File: config.mk
export PLATFORM = sky130hd
export DESIGN_NAME = cfg_dma_engine
export DESIGN_NICKNAME = d
export VERILOG_FILES = /design/src/rtl/cfg_dma_pkg.sv /design/src/rtl/cfg_dma_dpath.sv /design/src/rtl/cfg_dma_ctrl.sv /design/src/rtl/cfg_dma_engine.sv
export SDC_FILE = /design/constraint.sdc
export NUM_CORES = 1
export LEC_CHECK = 0
export ABC_AREA = 1
export CAP_MARGIN = 5
export CELL_PAD_IN_SITES_DETAIL_PLACEMENT = 0
export CELL_PAD_IN_SITES_GLOBAL_PLACEMENT = 1
export CORE_MARGIN = 8
export CORE_UTILIZATION = 37
export DETAILED_ROUTE_END_ITERATION = 8
export GPL_TIMING_DRIVEN = 0
export PLACE_DENSITY_LB_ADDON = 0.3
export SLEW_MARGIN = 15
export SYNTH_ARGS = -nofsm -noshare
export SYNTH_HDL_FRONTEND = slang
export SYNTH_SLANG_ARGS = --single-unit
File: constraint.sdc
create_clock -name clk -period 5.1 [get_ports clk]
set_clock_uncertainty 0.1 [all_clocks]
set_input_delay 1.02 -clock clk [delete_from_list [all_inputs] [get_ports clk]]
set_output_delay 1.02 -clock clk [all_outputs]
set_load 0.02 [all_outputs]
File: src/rtl/cfg_dma_pkg.sv
package cfg_dma_pkg;
  // access kinds steer the address/data muxes in the datapath
  typedef enum logic [1:0] {AK_FETCH, AK_MEM_WR, AK_MEM_RD, AK_WBACK} accKind_t;
  typedef enum logic [1:0] {OP_NONE, OP_READ, OP_WRITE, OP_SKIP} op_t;

  typedef struct packed {
    logic clrCnt;
    logic incCnt;
    logic shiftDesc;
    logic loadJob;
    logic ldKey;
    logic incOffset;
    logic decLen;
    logic incAddr;
    logic setErr;
    logic clrErr;
  } strobe_t;

  // control word flag positions (fixed by the descriptor format)
  localparam int CtlRead  = 1;
  localparam int CtlSkip  = 2;
  localparam int CtlSel   = 3;
  localparam int CtlWrite = 4;

  localparam logic [63:0] IdTag = 64'h5145_4D55_2043_4647;
endpackage

File: src/rtl/cfg_dma_dpath.sv
module cfg_dma_dpath
  import cfg_dma_pkg::*;
#(
  parameter int ADDR_W = 64,
  parameter int LEN_W  = 32,
  parameter int KEY_W  = 16,
  parameter int OFF_W  = 32
) (
  input  logic              clk,
  input  logic              rstN,
  input  logic              regWrEn,
  input  logic [2:0]        regAddr,
  input  logic [3:0]        regSize,
  input  logic [63:0]       regWrData,
  output logic [63:0]       regRdData,
  input  logic              busy,
  output logic              trigger,
  input  strobe_t           stb,
  input  accKind_t          accKind,
  output logic [ADDR_W-1:0] memReqAddr,
  output logic [7:0]        memReqWdata,
  input  logic [7:0]        memRspData,
  input  logic [OFF_W-1:0]  itemLen,
  input  logic [7:0]        itemRdData,
  output logic [KEY_W-1:0]  itemKey,
  output logic [OFF_W-1:0]  itemOffset,
  output logic [7:0]        itemWrData,
  output logic [3:0]        opBits,
  output logic              lenZero,
  output logic              exhausted,
  output logic              fetchLast,
  output logic              wbLast,
  output logic              errFlag
);
  localparam int CTL_W      = 32;
  localparam int DESC_W     = CTL_W + LEN_W + ADDR_W;
  localparam int DESC_BYTES = DESC_W / 8;
  localparam int CNT_W      = $clog2(DESC_BYTES + 1);
  localparam int LEN_LO     = ADDR_W;
  localparam int CTL_LO     = ADDR_W + LEN_W;
  localparam int WB_BYTES   = CTL_W / 8;

  logic [ADDR_W-1:0] descAddr;
  logic [DESC_W-1:0] desc;
  logic [CNT_W-1:0]  cnt;
  logic [LEN_W-1:0]  xferLen;
  logic [ADDR_W-1:0] memAddr;

  // register decode
  logic wrHi, wrLo, wrFull;
  assign wrHi    = regWrEn && regSize == 4'd4 && regAddr == 3'd0;
  assign wrLo    = regWrEn && regSize == 4'd4 && regAddr == 3'd4;
  assign wrFull  = regWrEn && regSize == 4'd8 && regAddr == 3'd0;
  assign trigger = !busy && (wrLo || wrFull);

  // tag read: bytes selected by offset and size, right-aligned
  always_comb begin
    int sz, ad;
    logic [63:0] mask;
    sz = int'(regSize);
    ad = int'(regAddr);
    regRdData = '0;
    mask = '1;
    if ((sz == 1 || sz == 2 || sz == 4 || sz == 8) && ad + sz <= 8) begin
      if (sz != 8) mask = (64'd1 << (sz * 8)) - 64'd1;
      regRdData = (IdTag >> ((8 - ad - sz) * 8)) & mask;
    end
  end

  assign opBits    = {desc[CTL_LO+CtlWrite], desc[CTL_LO+CtlSel],
                      desc[CTL_LO+CtlSkip], desc[CTL_LO+CtlRead]};
  assign lenZero   = xferLen == '0;
  assign exhausted = itemOffset >= itemLen;
  assign fetchLast = cnt == CNT_W'(DESC_BYTES - 1);
  assign wbLast    = cnt == CNT_W'(WB_BYTES - 1);
  assign itemWrData = memRspData;

  always_comb begin
    memReqAddr  = memAddr;
    memReqWdata = exhausted ? 8'h00 : itemRdData;
    unique case (accKind)
      AK_FETCH:  memReqAddr = descAddr + ADDR_W'(cnt);
      AK_WBACK: begin
        memReqAddr  = descAddr + ADDR_W'(cnt);
        memReqWdata = wbLast ? {7'd0, errFlag} : 8'h00;
      end
      default: ;
    endcase
  end

  always_ff @(posedge clk) begin
    if (!rstN) begin
      descAddr   <= '0;
      desc       <= '0;
      cnt        <= '0;
      xferLen    <= '0;
      memAddr    <= '0;
      itemKey    <= '0;
      itemOffset <= '0;
      errFlag    <= 1'b0;
    end else begin
      if (!busy) begin
        if (wrHi)   descAddr[ADDR_W-1:32] <= regWrData[ADDR_W-33:0];
        if (wrLo)   descAddr[31:0]        <= regWrData[31:0];
        if (wrFull) descAddr              <= regWrData[ADDR_W-1:0];
      end
      if (stb.clrCnt)      cnt <= '0;
      else if (stb.incCnt) cnt <= cnt + 1'b1;
      if (stb.shiftDesc) desc <= {desc[DESC_W-9:0], memRspData};
      if (stb.setErr)      errFlag <= 1'b1;
      else if (stb.clrErr) errFlag <= 1'b0;
      if (stb.loadJob) begin
        xferLen <= desc[LEN_LO +: LEN_W];
        memAddr <= desc[ADDR_W-1:0];
      end else begin
        if (stb.decLen)  xferLen <= xferLen - 1'b1;
        if (stb.incAddr) memAddr <= memAddr + 1'b1;
      end
      if (stb.ldKey) begin
        itemKey    <= desc[DESC_W-1 -: KEY_W];
        itemOffset <= '0;
      end else if (stb.incOffset) begin
        itemOffset <= itemOffset + 1'b1;
      end
    end
  end

  AST_REGS_FROZEN: assert property (@(posedge clk) disable iff (!rstN)
    busy |=> $stable(descAddr));
  AST_OFFSET_BOUND: assert property (@(posedge clk) disable iff (!rstN)
    busy |-> itemOffset <= itemLen);
endmodule

File: src/rtl/cfg_dma_ctrl.sv
module cfg_dma_ctrl
  import cfg_dma_pkg::*;
(
  input  logic     clk,
  input  logic     rstN,
  input  logic     trigger,
  input  logic [3:0] opBits,
  input  logic     lenZero,
  input  logic     exhausted,
  input  logic     itemWritable,
  input  logic     fetchLast,
  input  logic     wbLast,
  input  logic     errFlag,
  input  logic     memReqReady,
  input  logic     memRspValid,
  input  logic     memRspErr,
  output strobe_t  stb,
  output accKind_t accKind,
  output logic     memReqValid,
  output logic     memReqWrite,
  output logic     itemWrEn,
  output logic     busy
);
  typedef enum logic [3:0] {
    S_IDLE, S_FETCH_REQ, S_FETCH_RSP, S_DECODE, S_XFER,
    S_MEM_REQ, S_MEM_RSP, S_WB_REQ, S_WB_RSP
  } state_t;

  state_t state, nxt;
  op_t    op, decOp;

  // priority: read, then write, then skip
  always_comb begin
    if (opBits[0])      decOp = OP_READ;
    else if (opBits[3]) decOp = OP_WRITE;
    else if (opBits[1]) decOp = OP_SKIP;
    else                decOp = OP_NONE;
  end

  always_comb begin
    nxt = state;
    stb = '0;
    accKind = AK_FETCH;
    memReqValid = 1'b0;
    memReqWrite = 1'b0;
    itemWrEn = 1'b0;
    unique case (state)
      S_IDLE: if (trigger) begin
        stb.clrCnt = 1'b1;
        stb.clrErr = 1'b1;
        nxt = S_FETCH_REQ;
      end
      S_FETCH_REQ: begin
        memReqValid = 1'b1;
        if (memReqReady) nxt = S_FETCH_RSP;
      end
      S_FETCH_RSP: if (memRspValid) begin
        if (memRspErr) begin
          stb.setErr = 1'b1;
          stb.clrCnt = 1'b1;
          nxt = S_WB_REQ;
        end else begin
          stb.shiftDesc = 1'b1;
          stb.incCnt = 1'b1;
          nxt = fetchLast ? S_DECODE : S_FETCH_REQ;
        end
      end
      S_DECODE: begin
        stb.loadJob = 1'b1;
        stb.ldKey = opBits[2];
        stb.clrCnt = 1'b1;
        nxt = (decOp == OP_NONE) ? S_WB_REQ : S_XFER;
      end
      S_XFER: begin
        if (lenZero) nxt = S_WB_REQ;
        else begin
          unique case (op)
            OP_WRITE: if (exhausted || !itemWritable) begin
              stb.setErr = 1'b1;
              nxt = S_WB_REQ;
            end else nxt = S_MEM_REQ;
            OP_SKIP: begin
              stb.decLen = 1'b1;
              stb.incOffset = !exhausted;
            end
            default: nxt = S_MEM_REQ;
          endcase
        end
      end
      S_MEM_REQ: begin
        memReqValid = 1'b1;
        memReqWrite = (op == OP_READ);
        accKind = (op == OP_READ) ? AK_MEM_WR : AK_MEM_RD;
        if (memReqReady) nxt = S_MEM_RSP;
      end
      S_MEM_RSP: begin
        accKind = (op == OP_READ) ? AK_MEM_WR : AK_MEM_RD;
        if (memRspValid) begin
          if (memRspErr) begin
            stb.setErr = 1'b1;
            nxt = S_WB_REQ;
          end else begin
            stb.decLen = 1'b1;
            stb.incAddr = 1'b1;
            stb.incOffset = !exhausted;
            itemWrEn = (op == OP_WRITE);
            nxt = S_XFER;
          end
        end
      end
      S_WB_REQ: begin
        accKind = AK_WBACK;
        memReqValid = 1'b1;
        memReqWrite = 1'b1;
        if (memReqReady) nxt = S_WB_RSP;
      end
      S_WB_RSP: begin
        accKind = AK_WBACK;
        if (memRspValid) begin
          stb.incCnt = 1'b1;
          nxt = wbLast ? S_IDLE : S_WB_REQ;
        end
      end
      default: nxt = S_IDLE;
    endcase
  end

  always_ff @(posedge clk) begin
    if (!rstN) begin
      state <= S_IDLE;
      op <= OP_NONE;
    end else begin
      state <= nxt;
      if (state == S_DECODE) op <= decOp;
    end
  end

  assign busy = state != S_IDLE;

  AST_WR_ALLOWED: assert property (@(posedge clk) disable iff (!rstN)
    itemWrEn |-> itemWritable && !exhausted);
  AST_DONE_LEN: assert property (@(posedge clk) disable iff (!rstN)
    (state == S_WB_REQ && $past(state) == S_XFER && !errFlag) |-> lenZero);
endmodule

File: src/rtl/cfg_dma_engine.sv
module cfg_dma_engine
  import cfg_dma_pkg::*;
#(
  parameter int ADDR_W = 64,
  parameter int LEN_W  = 32,
  parameter int KEY_W  = 16,
  parameter int OFF_W  = 32
) (
  input  logic              clk,
  input  logic              rstN,
  input  logic              regWrEn,
  input  logic [2:0]        regAddr,
  input  logic [3:0]        regSize,
  input  logic [63:0]       regWrData,
  output logic [63:0]       regRdData,
  output logic              busy,
  output logic              memReqValid,
  input  logic              memReqReady,
  output logic              memReqWrite,
  output logic [ADDR_W-1:0] memReqAddr,
  output logic [7:0]        memReqWdata,
  input  logic              memRspValid,
  input  logic [7:0]        memRspData,
  input  logic              memRspErr,
  output logic [KEY_W-1:0]  itemKey,
  output logic [OFF_W-1:0]  itemOffset,
  input  logic [OFF_W-1:0]  itemLen,
  input  logic              itemWritable,
  input  logic [7:0]        itemRdData,
  output logic              itemWrEn,
  output logic [7:0]        itemWrData
);
  strobe_t  stb;
  accKind_t accKind;
  logic trigger, lenZero, exhausted, fetchLast, wbLast, errFlag;
  logic [3:0] opBits;

  cfg_dma_ctrl u_ctrl (
    .clk, .rstN, .trigger, .opBits, .lenZero, .exhausted, .itemWritable,
    .fetchLast, .wbLast, .errFlag, .memReqReady, .memRspValid, .memRspErr,
    .stb, .accKind, .memReqValid, .memReqWrite, .itemWrEn, .busy
  );

  cfg_dma_dpath #(
    .ADDR_W(ADDR_W), .LEN_W(LEN_W), .KEY_W(KEY_W), .OFF_W(OFF_W)
  ) u_dpath (
    .clk, .rstN, .regWrEn, .regAddr, .regSize, .regWrData, .regRdData,
    .busy, .trigger, .stb, .accKind, .memReqAddr, .memReqWdata, .memRspData,
    .itemLen, .itemRdData, .itemKey, .itemOffset, .itemWrData, .opBits,
    .lenZero, .exhausted, .fetchLast, .wbLast, .errFlag
  );

  AST_REQ_HOLD: assert property (@(posedge clk) disable iff (!rstN)
    memReqValid && !memReqReady |=> memReqValid && $stable(memReqAddr)
      && $stable(memReqWrite));
  AST_NO_REQ_IDLE: assert property (@(posedge clk) disable iff (!rstN)
    !busy |-> !memReqValid && !itemWrEn);
endmodule

Word level (Yosys, flattened, before mapping)
Index checks and enable logic that the tools add are counted.
{ "word_totals": {"reg_bits": 348, "latchBits": 0, "ramBits": 0, "mem_bits_ro": 0, "in_bits": 126, "output_inout_bits": 196, "mem_count": 0} }
{ "op_classes": {"n_addsub": 9, "mul": 0, "div_mod_pow": 0, "order_cmp": 2, "eq_ne": 30, "shifts": 2, "n_mux": 63, "bitwise": 3, "n_reduce_logical": 35} }
{ "ops": {"columns": ["op", "n"], "rows": [
  ["two-way mux 64 bit", 7],
  ["two-way mux 32 bit", 4],
  ["adder 64 x 1 -> 64 bit, second input constant", 1],
  ["adder 64 x 5 -> 64 bit", 1],
  ["bitwise AND 64 bit", 1],
  ["left shift 1 x 7 -> 64 bit, first input constant", 1],
  ["right shift 63 x 32 -> 64 bit, first input constant", 1],
  ["subtractor 64 x 1 -> 64 bit, second input constant", 1],
  ["two-way mux 4 bit", 10],
  ["case mux 4 bit (9 select lines)", 1],
  ["adder 32 x 1 -> 32 bit, second input constant", 1],
  ["greater-or-equal comparator 32 bit", 1],
  ["<= comparator 32 x 5 -> 1 bit, second input constant", 1],
  ["zero test 32 bit", 1],
  ["subtractor 32 x 1 -> 32 bit, second input constant", 1],
  ["subtractor 29 x 5 -> 29 bit", 1],
  ["equality test 4 x 3 -> 1 bit, second input constant", 6],
  ["two-way mux 2 bit", 12],
  ["two-way mux 1 bit", 17],
  ["equality test 4 bit, second input constant", 4],
  ["two-way mux 8 bit", 2],
  ["inequality test 2 bit, second input constant", 7],
  ["equality test 4 x 2 -> 1 bit, second input constant", 3],
  ["nonzero test 2 bit", 5],
  ["28 further kinds", 54]
]} }

Depth between registers and ports, before layout
Gate-level depths: netlist (run 1).
{ "logic_depth": {"depth_word": 9, "depth_mapped": 19, "depth_no_buf": 19} }

Modules after synthesis
Synthesis (run 1) repeated with hierarchy kept, for this count alone.
{ "unflattened": {"cells_unflattened": 3603, "area_unflattened_um2": 21942.3} }
{ "by_module_without_submodules": {"columns": ["module", "instances", "cells_per_inst", "area_each_um2", "seq_area_each_um2"], "rows": [
  ["cfg_dma_dpath", 1, 3476, 21260.4, 6846.6],
  ["cfg_dma_ctrl", 1, 127, 681.9, 120.1]
]} }

Worst setup path before layout (run 1)
No wires, ideal clock.
{ "synth_path": {"path_kind": "in2out", "start": "input regAddr[1]", "end": "output regRdData[62]", "t_arrival_ns": 3.912, "required_time_ns": 3.980, "setup_slack_ns": 0.068, "path_stages": 15, "path_cell_list": "inv_1 -> ha_1 -> ha_1 -> ha_1 -> nand2_1 -> nor2_1 -> a211oi_1 -> fa_1 -> inv_1 -> nor2_1 -> nand2_1 -> nor2_1 -> nand2_1 -> nor3_1 -> buf_4"} }
{ "synth_between": {"elab_chain_cells": 5, "elab_cells_between_ends": 8, "classes_between": "add/sub: 3; order compare: 1; shift: 1; mux: 1; bitwise: 1; reduce/logical: 1"} }
{ "synth_lines": {"columns": ["element", "line", "text"], "rows": [
  ["from (decl)", "cfg_dma_engine.sv:12", "input logic [2:0] regAddr,"],
  ["subtractor 4 x 3 -> 5 bit", "cfg_dma_dpath.sv:66", "regRdData = (IdTag >> ((8 - ad - sz) * 8)) & mask;"],
  ["subtractor 29 x 5 -> 29 bit", "cfg_dma_dpath.sv:66", null],
  ["right shift 63 x 32 -> 64 bit", "cfg_dma_dpath.sv:66", null],
  ["bitwise AND 64 bit", "cfg_dma_dpath.sv:66", null],
  ["two-way mux 64 bit *", "cfg_dma_dpath.sv:64", "if ((sz == 1 || sz == 2 || sz == 4 || sz == 8) && ad + sz <= 8) begin"],
  ["to (decl)", "cfg_dma_engine.sv:15", "output logic [63:0] regRdData,"]
]} }
Every way passes the cells marked *; elsewhere a longest branch is shown, timed or not.

Worst setup path after layout (run 1)
{ "layout_path": {"start": "register u_dpath.descAddr[0]", "end": "output memReqAddr[38]"} }
{ "layout_between": {"elab_chain_cells": 2} }
{ "layout_lines": {"columns": ["element", "line", "text"], "rows": [
  ["from (decl)", "cfg_dma_dpath.sv:43", "logic [ADDR_W-1:0] descAddr;"],
  ["from (signal, indexed assignment)", "cfg_dma_dpath.sv:103", "if (wrHi) descAddr[ADDR_W-1:32] <= regWrData[ADDR_W-33:0];"],
  ["from (signal assigned)", "cfg_dma_dpath.sv:104", "if (wrLo) descAddr[31:0] <= regWrData[31:0];"],
  ["from (signal assigned)", "cfg_dma_dpath.sv:105", "if (wrFull) descAddr <= regWrData[ADDR_W-1:0];"],
  ["adder 64 x 5 -> 64 bit", "cfg_dma_dpath.sv:82, cfg_dma_dpath.sv:84", null],
  ["two-way mux 64 bit", null, null],
  ["to (decl)", "cfg_dma_engine.sv:20", "output logic [ADDR_W-1:0] memReqAddr,"]
]} }
Every way passes these cells.

==> flow_results.org, run 1 <==
** Outcome
- The run finished with clean final reports.

** Logic synthesis
- Number of register bits inferred by synthesis :: 348
- Main combinational cell family by area after synthesis :: simple AND/OR/NAND/NOR gates
- Post-synthesis xor/xnor area fraction :: 5.87%
- The synthesized netlist devotes 30.7% of its cell area to simple gates.
- Post-synthesis share of cell area spent on full adders, half adders and majority gates :: 3.54%
- Mux cell area share after synthesis :: 0.839%
- Sequential elements use 32.7% of the synthesized area.
- Number of distinct library cells after synthesis :: 58
- After synthesis the cells add up to 0.0213 mm2.
- Yosys printed 0 warnings.
- Instance count of the mapped netlist :: 3,266
- The synthesized netlist devotes 16.0% of its cell area to compound gates.
- Average cell area after synthesis :: 6.53 um2

** STA
- Hold violation total from the final report :: 0
- Worst hold slack across all endpoints :: 0.364 ns
- The final max-slew violation count is 0.
- Final sum of negative setup slack :: 0 ns
- RSZ-0062 raised after global routing :: false
- Shortest period the worst path allows :: 4.96 ns
- Slew at the pin closest to its max-slew limit :: 1.03 ns
- In this run the tightest slew margin relative to its limit is 31.2%.
- Final clock period utilization by the worst path :: 97.2%
- Maximum achievable frequency :: 202 MHz
- Count of endpoints failing setup in the final report :: 0

** Die
- Vertical die dimension :: 256 um
- Die area :: 0.0656 mm2
- Standard-cell row count :: 88
- Standard cell core area :: 0.0574 mm2
- Chip Width :: 256 um
- During I/O placement, the number of pins put on the boundary was 322.
- The initial utilization of the core area, before any placement, comes to 37.2%.

** Pwr
- Pwr per Cell Area :: 266 mW/mm2
- Leakage :: 10.2 nW
- Across the VDD grid, the largest voltage drop is 0.263 mV.
- Total power for the finished layout comes to 7.18 mW.

** Global routing
- The initial antenna violation count is 4.
- First-pass GRT wire length :: 135,000 um
- The number of global-route vias before repair was 21,900.
- Sum of overflow across all layers after global routing :: 0
- For this run, the total global-route usage over all layers was measured as 26.0%.
- Entering global routing, the biggest net connects 14 pins.

** Routing
- Dividing the detail-routed wire length by the instance count gives 20.2 um.
- For this block, the initial DRC count from the detailed router was 1,904.
- Detailed routing inserted a total of 23,100 vias.
- After detailed routing, the number of remaining DRC violations is 0.
- Mean number of vias per cell :: 5.21
- Routed wire length :: 89,700 um
- The first detailed-routing pass ran for 6 iterations.
- Final antenna-violating net count :: 0

** CTS
- Number of H-tree levels :: 2
- Largest buffer count on any clock path :: 3
- The number of clock buffers added by TritonCTS is 42.
- The root buffer cell chosen for the clock tree is sky130_fd_sc_hd__clkbuf_16.
- # clock sinks :: 348
- Clock tree from TritonCTS :: done
- Quantity of hold-fixing buffers added after cts :: 0
- After clock tree synthesis, the clock-pin slew on the worst setup and hold paths is 0.07 ns.
- Source-to-sink clock delay at the later pin of the worst-skew pair :: 0.59 ns

** Layout
- Final core utilization :: 47.0%
- Final instance count without filler cells :: 4,436
- Top library cells by usage in the layout, fill and taps aside :: sky130_fd_sc_hd__nand2_1 (752), sky130_fd_sc_hd__inv_1 (347), sky130_fd_sc_hd__dfxtp_1 (347)
- At the end of the flow, the number of nets in the layout was 3,820.
- Fraction of final layout cells with drive strength greater than 1 :: 6.65%
- The library cell used most frequently in the layout, excluding fill and tap cells, is sky130_fd_sc_hd__nand2_1.
- Compared with the post-synthesis result, the final layout area differs by 26.4%.
- Counting the fill cells in the layout gives 6,193.

** Job
- # Max-Cap Violations :: 0

** Placed design
- Final estimated routing congestion in global placement :: 0.972
- Half-perimeter wire length after placement :: 72,400 um
- Count of buffers from port buffering :: 300
- In this run, placement finished with an instance count of 4,350.

** Worst setup path
- In this run the worst path has a maximum fanout of 6.
- The worst setup path is of the flop to primary output kind.
- STA classifies the critical path endpoint as a primary output.
- Critical Path Source Type :: flop
- Data on the critical path is required at its endpoint by 3.98 ns.
- Worst path arrival time :: 3.84 ns

** Worst hold path
- The path class of the tightest hold or removal check is flop to flop.
cell families after synthesis:
family	Yosys count
xor gates and xnor gates	143
AOI/OAI and AO/OA	635
other	1
adders and majority gates	58
and+or+nand+nor	1525
buffers and inverters	540
muxes	16
DFF	348
routing by layer:
metal / track usage (%) / vias up / wire length, um
met3: 4.93 / 128 / 6210
met5: 0 / - / 23
met1: 36.3 / 10800 / 41300
met2: 40.5 / 735 / 39700
li1: - / 11500 / -
met4: 7.46 / 4 / 2520
worst max-delay path, stage by stage (launching register included):
cell and delay (ns):
sky130_fd_sc_hd__dfxtp_1 0.37, sky130_fd_sc_hd__ha_1 0.22, sky130_fd_sc_hd__inv_1 0.07, sky130_fd_sc_hd__fa_1 0.40, sky130_fd_sc_hd__inv_1 0.07, sky130_fd_sc_hd__nand3_1 0.06, sky130_fd_sc_hd__nand2_1 0.18, sky130_fd_sc_hd__a21oi_2 0.16
sky130_fd_sc_hd__nor2_4 0.16, sky130_fd_sc_hd__nand2_4 0.11, sky130_fd_sc_hd__nor2_1 0.25, sky130_fd_sc_hd__nand4_1 0.21, sky130_fd_sc_hd__xnor2_1 0.30, sky130_fd_sc_hd__nand2_1 0.07, sky130_fd_sc_hd__o21ai_0 0.21, sky130_fd_sc_hd__dlygate4sd2_1 0.40
sequential cells by signal, summed over array words and instances, names as in the netlist:
| register | cells |
|---|---|
| u_dpath.cnt | 5 |
| u_dpath.itemOffset | 32 |
| u_dpath.descAddr | 64 |
| u_dpath.itemKey | 16 |
| u_ctrl.state | 4 |
| u_ctrl.op | 2 |
| u_dpath.memAddr | 64 |
| u_dpath.desc | 128 |
| u_dpath.errFlag | 1 |
| u_dpath.xferLen | 32 |
Yosys cell counts (all sizes together):
cell | number | share of area [%]
nand4 | 73 | 2.1
xnor2 | 34 | 1.4
nor4 | 20 | 0.66
a31o | 1 | 0.041
mux2 | 15 | 0.79
a31oi | 58 | 1.7
a211oi | 6 | 0.21
o21ai | 200 | 4.7
a2bb2oi | 1 | 0.041
inv | 363 | 6.4
o31ai | 3 | 0.11
o2111ai | 1 | 0.041
a21o | 4 | 0.14
a22oi | 3 | 0.11
nand2 | 762 | 14
xor2 | 109 | 4.5
o22ai | 21 | 0.62
nor3 | 106 | 2.6
fa | 4 | 0.38
o21bai | 3 | 0.11
nand3b | 4 | 0.20
ha | 54 | 3.2
and3 | 4 | 0.12
o41ai | 1 | 0.041
a22o | 1 | 0.041
nor2 | 345 | 6.4
a21oi | 316 | 7.5
nand3 | 196 | 4.6
nor3b | 7 | 0.29
o21a | 2 | 0.070
o221ai | 4 | 0.16
conb | 1 | 0.018
buf | 59 | 1.9
dfxtp | 348 | 33
and2 | 1 | 0.029
a221oi | 2 | 0.082
o211ai | 8 | 0.28
or2 | 7 | 0.22
clkbuf | 118 | 2.1
mux2i | 1 | 0.047
layout make-up:
cell class,count,area (um2),area share (%)
timing repair buffer,307,2980,11.1
clock buffer,51,1150,4.28
inverter,363,1370,5.06
antenna,1,2.50,0.00928
multi-input combinational,2397,12400,45.9
sequential,348,6970,25.9
tap,765,957,3.55
clock inverter,27,323,1.20
buffer,177,841,3.12
timing repair:
item                                    CTS  global route
cloned                                    0             0
hold endpoints to repair                  0             0
setup buffers                             7             0
endpoints found under the setup margin   64            73
pin swaps                                 8             0
resized for setup                       136            28
where the power goes:
part / leakage [nW] / internal, mW / switching (mW)
combinational: 6.72 / 0.393 / 0.756
clock: 0.713 / 1.85 / 1.36
sequential: 2.80 / 2.77 / 0.0485
worst paths after layout:
check,startpoint,to,cells past startpoint,slack [ns]
hold reg to reg,u_dpath.itemKey[10],u_dpath.itemKey[10],2,0.36
hold / removal,u_dpath.itemKey[10],u_dpath.itemKey[10],2,0.36
setup reg to reg,u_ctrl.state[0],u_dpath.memAddr[51],8,1.87
setup / recovery,u_dpath.descAddr[0],memReqAddr[38],15,0.14
per-stage QoR:
| stage | worst slack [ns] | cell area, um2 |
|---|---|---|
| global route | 0.00413 | 27000 |
| floorplan | 0.0681 | 21400 |
| global placement | -0.985 | 25400 |
| CTS | -0.000266 | 26900 |
| finish | 0.143 | 27000 |
| detailed placement | -0.998 | 25400 |
No activity file was read; power rests on OpenSTA's default activity.
==> inputs of run 2 (changes only) <==
--- a/config.mk
+++ b/config.mk
@@ -13,7 +13,7 @@
 export CORE_UTILIZATION = 37
 export DETAILED_ROUTE_END_ITERATION = 8
 export GPL_TIMING_DRIVEN = 0
-export PLACE_DENSITY_LB_ADDON = 0.3
+export PLACE_DENSITY = 0.8
 export SLEW_MARGIN = 15
 export SYNTH_ARGS = -nofsm -noshare
 export SYNTH_HDL_FRONTEND = slang
==> run 2 against run 1 <==
  * Hold slack worse by 0.0043 ns
  * Via count is 1.1% higher
  * Combinational power is essentially flat
  * Flip-flop and latch count unchanged
  * Clock power down 3%
  * Die area stayed put
  * First-iteration DRC count grew 11%
  * Count of clock-buffer cells in the layout rose by 8
  * Critical path type unchanged
==> flow_results.org, run 2 (synthesized netlist as in run 1, its figures left out) <==
** Outcome
- Result of the run :: finished, final reports clean

** Routing
- Router iterations before antenna repair :: 6
- Dividing the detail-routed via count by the number of cells gives 5.27.
- The detail route stage leaves a number of antenna-violating nets equal to 0.
- Drt first-iter violations :: 2,108
- DR vias :: 23,400
- In the final routed layout, each cell accounts on average for 20.2 um.
- For this run, design rule violations remaining after detail routing come to 0.
- Routed wire length :: 89,600 um

** STA
- RSZ-0062 raised after global routing :: true
- Headroom to the max-slew limit came out at 27.7%.
- Maximum achievable frequency :: 198 MHz
- Final sum of negative setup slack :: 0 ns
- Final clock period utilization by the worst path :: 98.8%
- The worst path in the final design needs a cycle of 5.04 ns, including I/O delays and setup.
- Across all hold checks on the routed design, the worst slack comes to 0.360 ns.
- Hold violation total from the final report :: 0
- The final max-slew violation count is 0.
- Count of endpoints failing setup in the final report :: 0
- Slew at the pin closest to its max-slew limit :: 1.09 ns

** CTS
- Clock buffers created by TritonCTS :: 42
- Number of H-tree levels :: 2
- Largest buffer count on any clock path :: 3
- TritonCTS built the clock tree.
- Source-to-sink clock delay at the later pin of the worst-skew pair :: 0.60 ns
- Clock-pin slew was measured on the worst setup and hold paths at 0.06 ns.
- Counting every sink on the clock net gives 348.
- Cell at the root of the clock tree :: sky130_fd_sc_hd__clkbuf_16

** Global routing
- Global-route usage over all layers :: 25.9%
- The initial antenna violation count came to 0.
- First-pass GRT wire length :: 134,000 um
- Summed over all layers, the global routing overflow is 0.
- Maximum number of pins on one net before global-route repair :: 14
- Vias in the first global route :: 21,800

** Layout
- The largest registers in the layout are u_dpath.desc (128), u_dpath.descAddr (64), u_dpath.memAddr (64).
- Ranked by flip-flop count, first place goes to u_dpath.desc.
- Top library cells by usage in the layout, fill and taps aside :: sky130_fd_sc_hd__nand2_1 (752), sky130_fd_sc_hd__inv_1 (349), sky130_fd_sc_hd__dfxtp_1 (348)
- The finished cells cover 0.0269 mm2.
- The repair_antennas step left the layout with diodes totalling 0.
- Area growth from synthesis to final layout :: 26.1%
- Fraction of final layout cells with drive strength greater than 1 :: 6.06%
- Cells fill 46.9% of the core in the end.
- The register with the most flip-flops in the layout has 128 of them.
- The filler cells instantiated in the layout total 6,120.
- For this run, the post-layout net count is 3,817.
- Commonest non-fill, non-tap cell in the layout :: sky130_fd_sc_hd__nand2_1
- Final instance count without filler cells :: 4,430

** Worst setup path
- In this run the critical register-to-register path is launched from u_ctrl.state[0].
- The most critical setup path has its startpoint at u_dpath.descAddr[23].
- For the worst setup path, the data arrival time is 3.92 ns.
- Crit path max-delay family :: simple AND/OR/NAND/NOR gates
- In this run the worst path has a maximum fanout of 6.
- STA classifies the critical path endpoint as a primary output.
- For this design, the slowest cell found on the critical path is sky130_fd_sc_hd__clkdlybuf4s50_1.
- Walking the worst path, the cells encountered are nand4_1, nor2_1, inv_1, nor3_1, nand3_1, a21oi_2, xor2_1, nand2_1, o21ai_0, clkdlybuf4s50_1.
- The critical path is of the flop to primary output type.
- Slowest Stage Delay on Critical Path :: 0.69 ns
- STA classifies the critical path startpoint as a flop.
- The critical path contains buffers and inverters numbering 2 combined.
- STA puts the critical path data required time at 3.98 ns.

** Die
- The die is 256 um tall.
- Standard-cell row count :: 88
- Starting density of the core :: 37.2%
- Die area :: 0.0656 mm2
- The region available for standard cell placement spans 0.0574 mm2.
- Ports placed on the boundary :: 322
- Chip Width :: 256 um

** Pwr
- Dividing total power by cell area gives a power density of 263 mW/mm2.
- Leakage :: 10.2 nW
- IR analysis of the VDD net gives a maximum drop of 0.266 mV.

** Job
- The tool flagged a number of max-cap violations equal to 0.

** Placed design
- After detailed placement, the total cell area comes to 0.0254 mm2.
- Port buffering added 300 buffers.
- Placed Cells incl. Taps :: 4,350
- Routability-driven placement finished with a final weighted congestion of 1.02.
- Half-perimeter wire length after placement :: 71,800 um

** Worst hold path
- In this run the most critical hold path is launched from u_dpath.itemKey[0].
- The tightest min-delay check is of the flop to flop type.
run 2: stage by stage:
stage / total power, mW / setup slack (ns)
2_1_floorplan: 3.53 / 0.0681
3_3_place_gp: 4.00 / -1.00
3_5_place_dp: 3.99 / -1.00
4_1_cts: 7.10 / -0.0101
5_1_grt: 7.33 / -0.0628
6_report: 7.07 / 0.0602
run 2: path summary, 6_finish.rpt:
| kind | to | cells past startpoint | slack [ns] |
|---|---|---|---|
| max | memReqAddr[52] | 10 | 0.06 |
| min | u_dpath.itemKey[0] | 2 | 0.36 |
| min reg2reg | u_dpath.itemKey[0] | 2 | 0.36 |
| max reg2reg | u_ctrl.state[1] | 9 | 1.79 |
run 2: timing repair:
item / in CTS / in global routing
gates resized for setup: 101 / 36
setup endpoints to repair: 60 / 59
hold buffers: 0 / 0
buffers inserted: 3 / 1
pin swaps: 5 / 4
cloned: 0 / 0
run 2: final cells by class:
class | instances | area, um2 | share of cell area [%]
timing repair buffer | 304 | 2960 | 11.0
multi-input combinational | 2397 | 12400 | 46.0
buffer | 177 | 841 | 3.13
inverter | 363 | 1370 | 5.08
tap | 765 | 957 | 3.56
clock inverter | 17 | 233 | 0.866
sequential | 348 | 6970 | 25.9
clock buffer | 59 | 1180 | 4.41
run 2: worst register-to-register path, delay by kind of cell (launching register included):
kind                   cells  cell delay, ns
and+or+nand+nor            6            1.78
buffers and inverters      2            0.79
DFF                        1            0.41
AOI/OAI and AO/OA          1            0.11
run 2: routing by layer:
metal | vias to the layer above | track usage [%] | share of wire (%)
met5 | - | 0 | 0
met4 | 0 | 6.11 | 2.2
met3 | 119 | 4.53 | 7.5
met2 | 893 | 41.0 | 44
met1 | 10900 | 36.2 | 46
li1 | 11500 | - | -
run 2: report_power, final:
part           total [mW]  internal [mW]  leakage [nW]  switching (mW)
Clock                3.10           1.80         0.687            1.30
Combinational        1.15          0.389          6.71           0.758
Sequential           2.81           2.77          2.80          0.0458
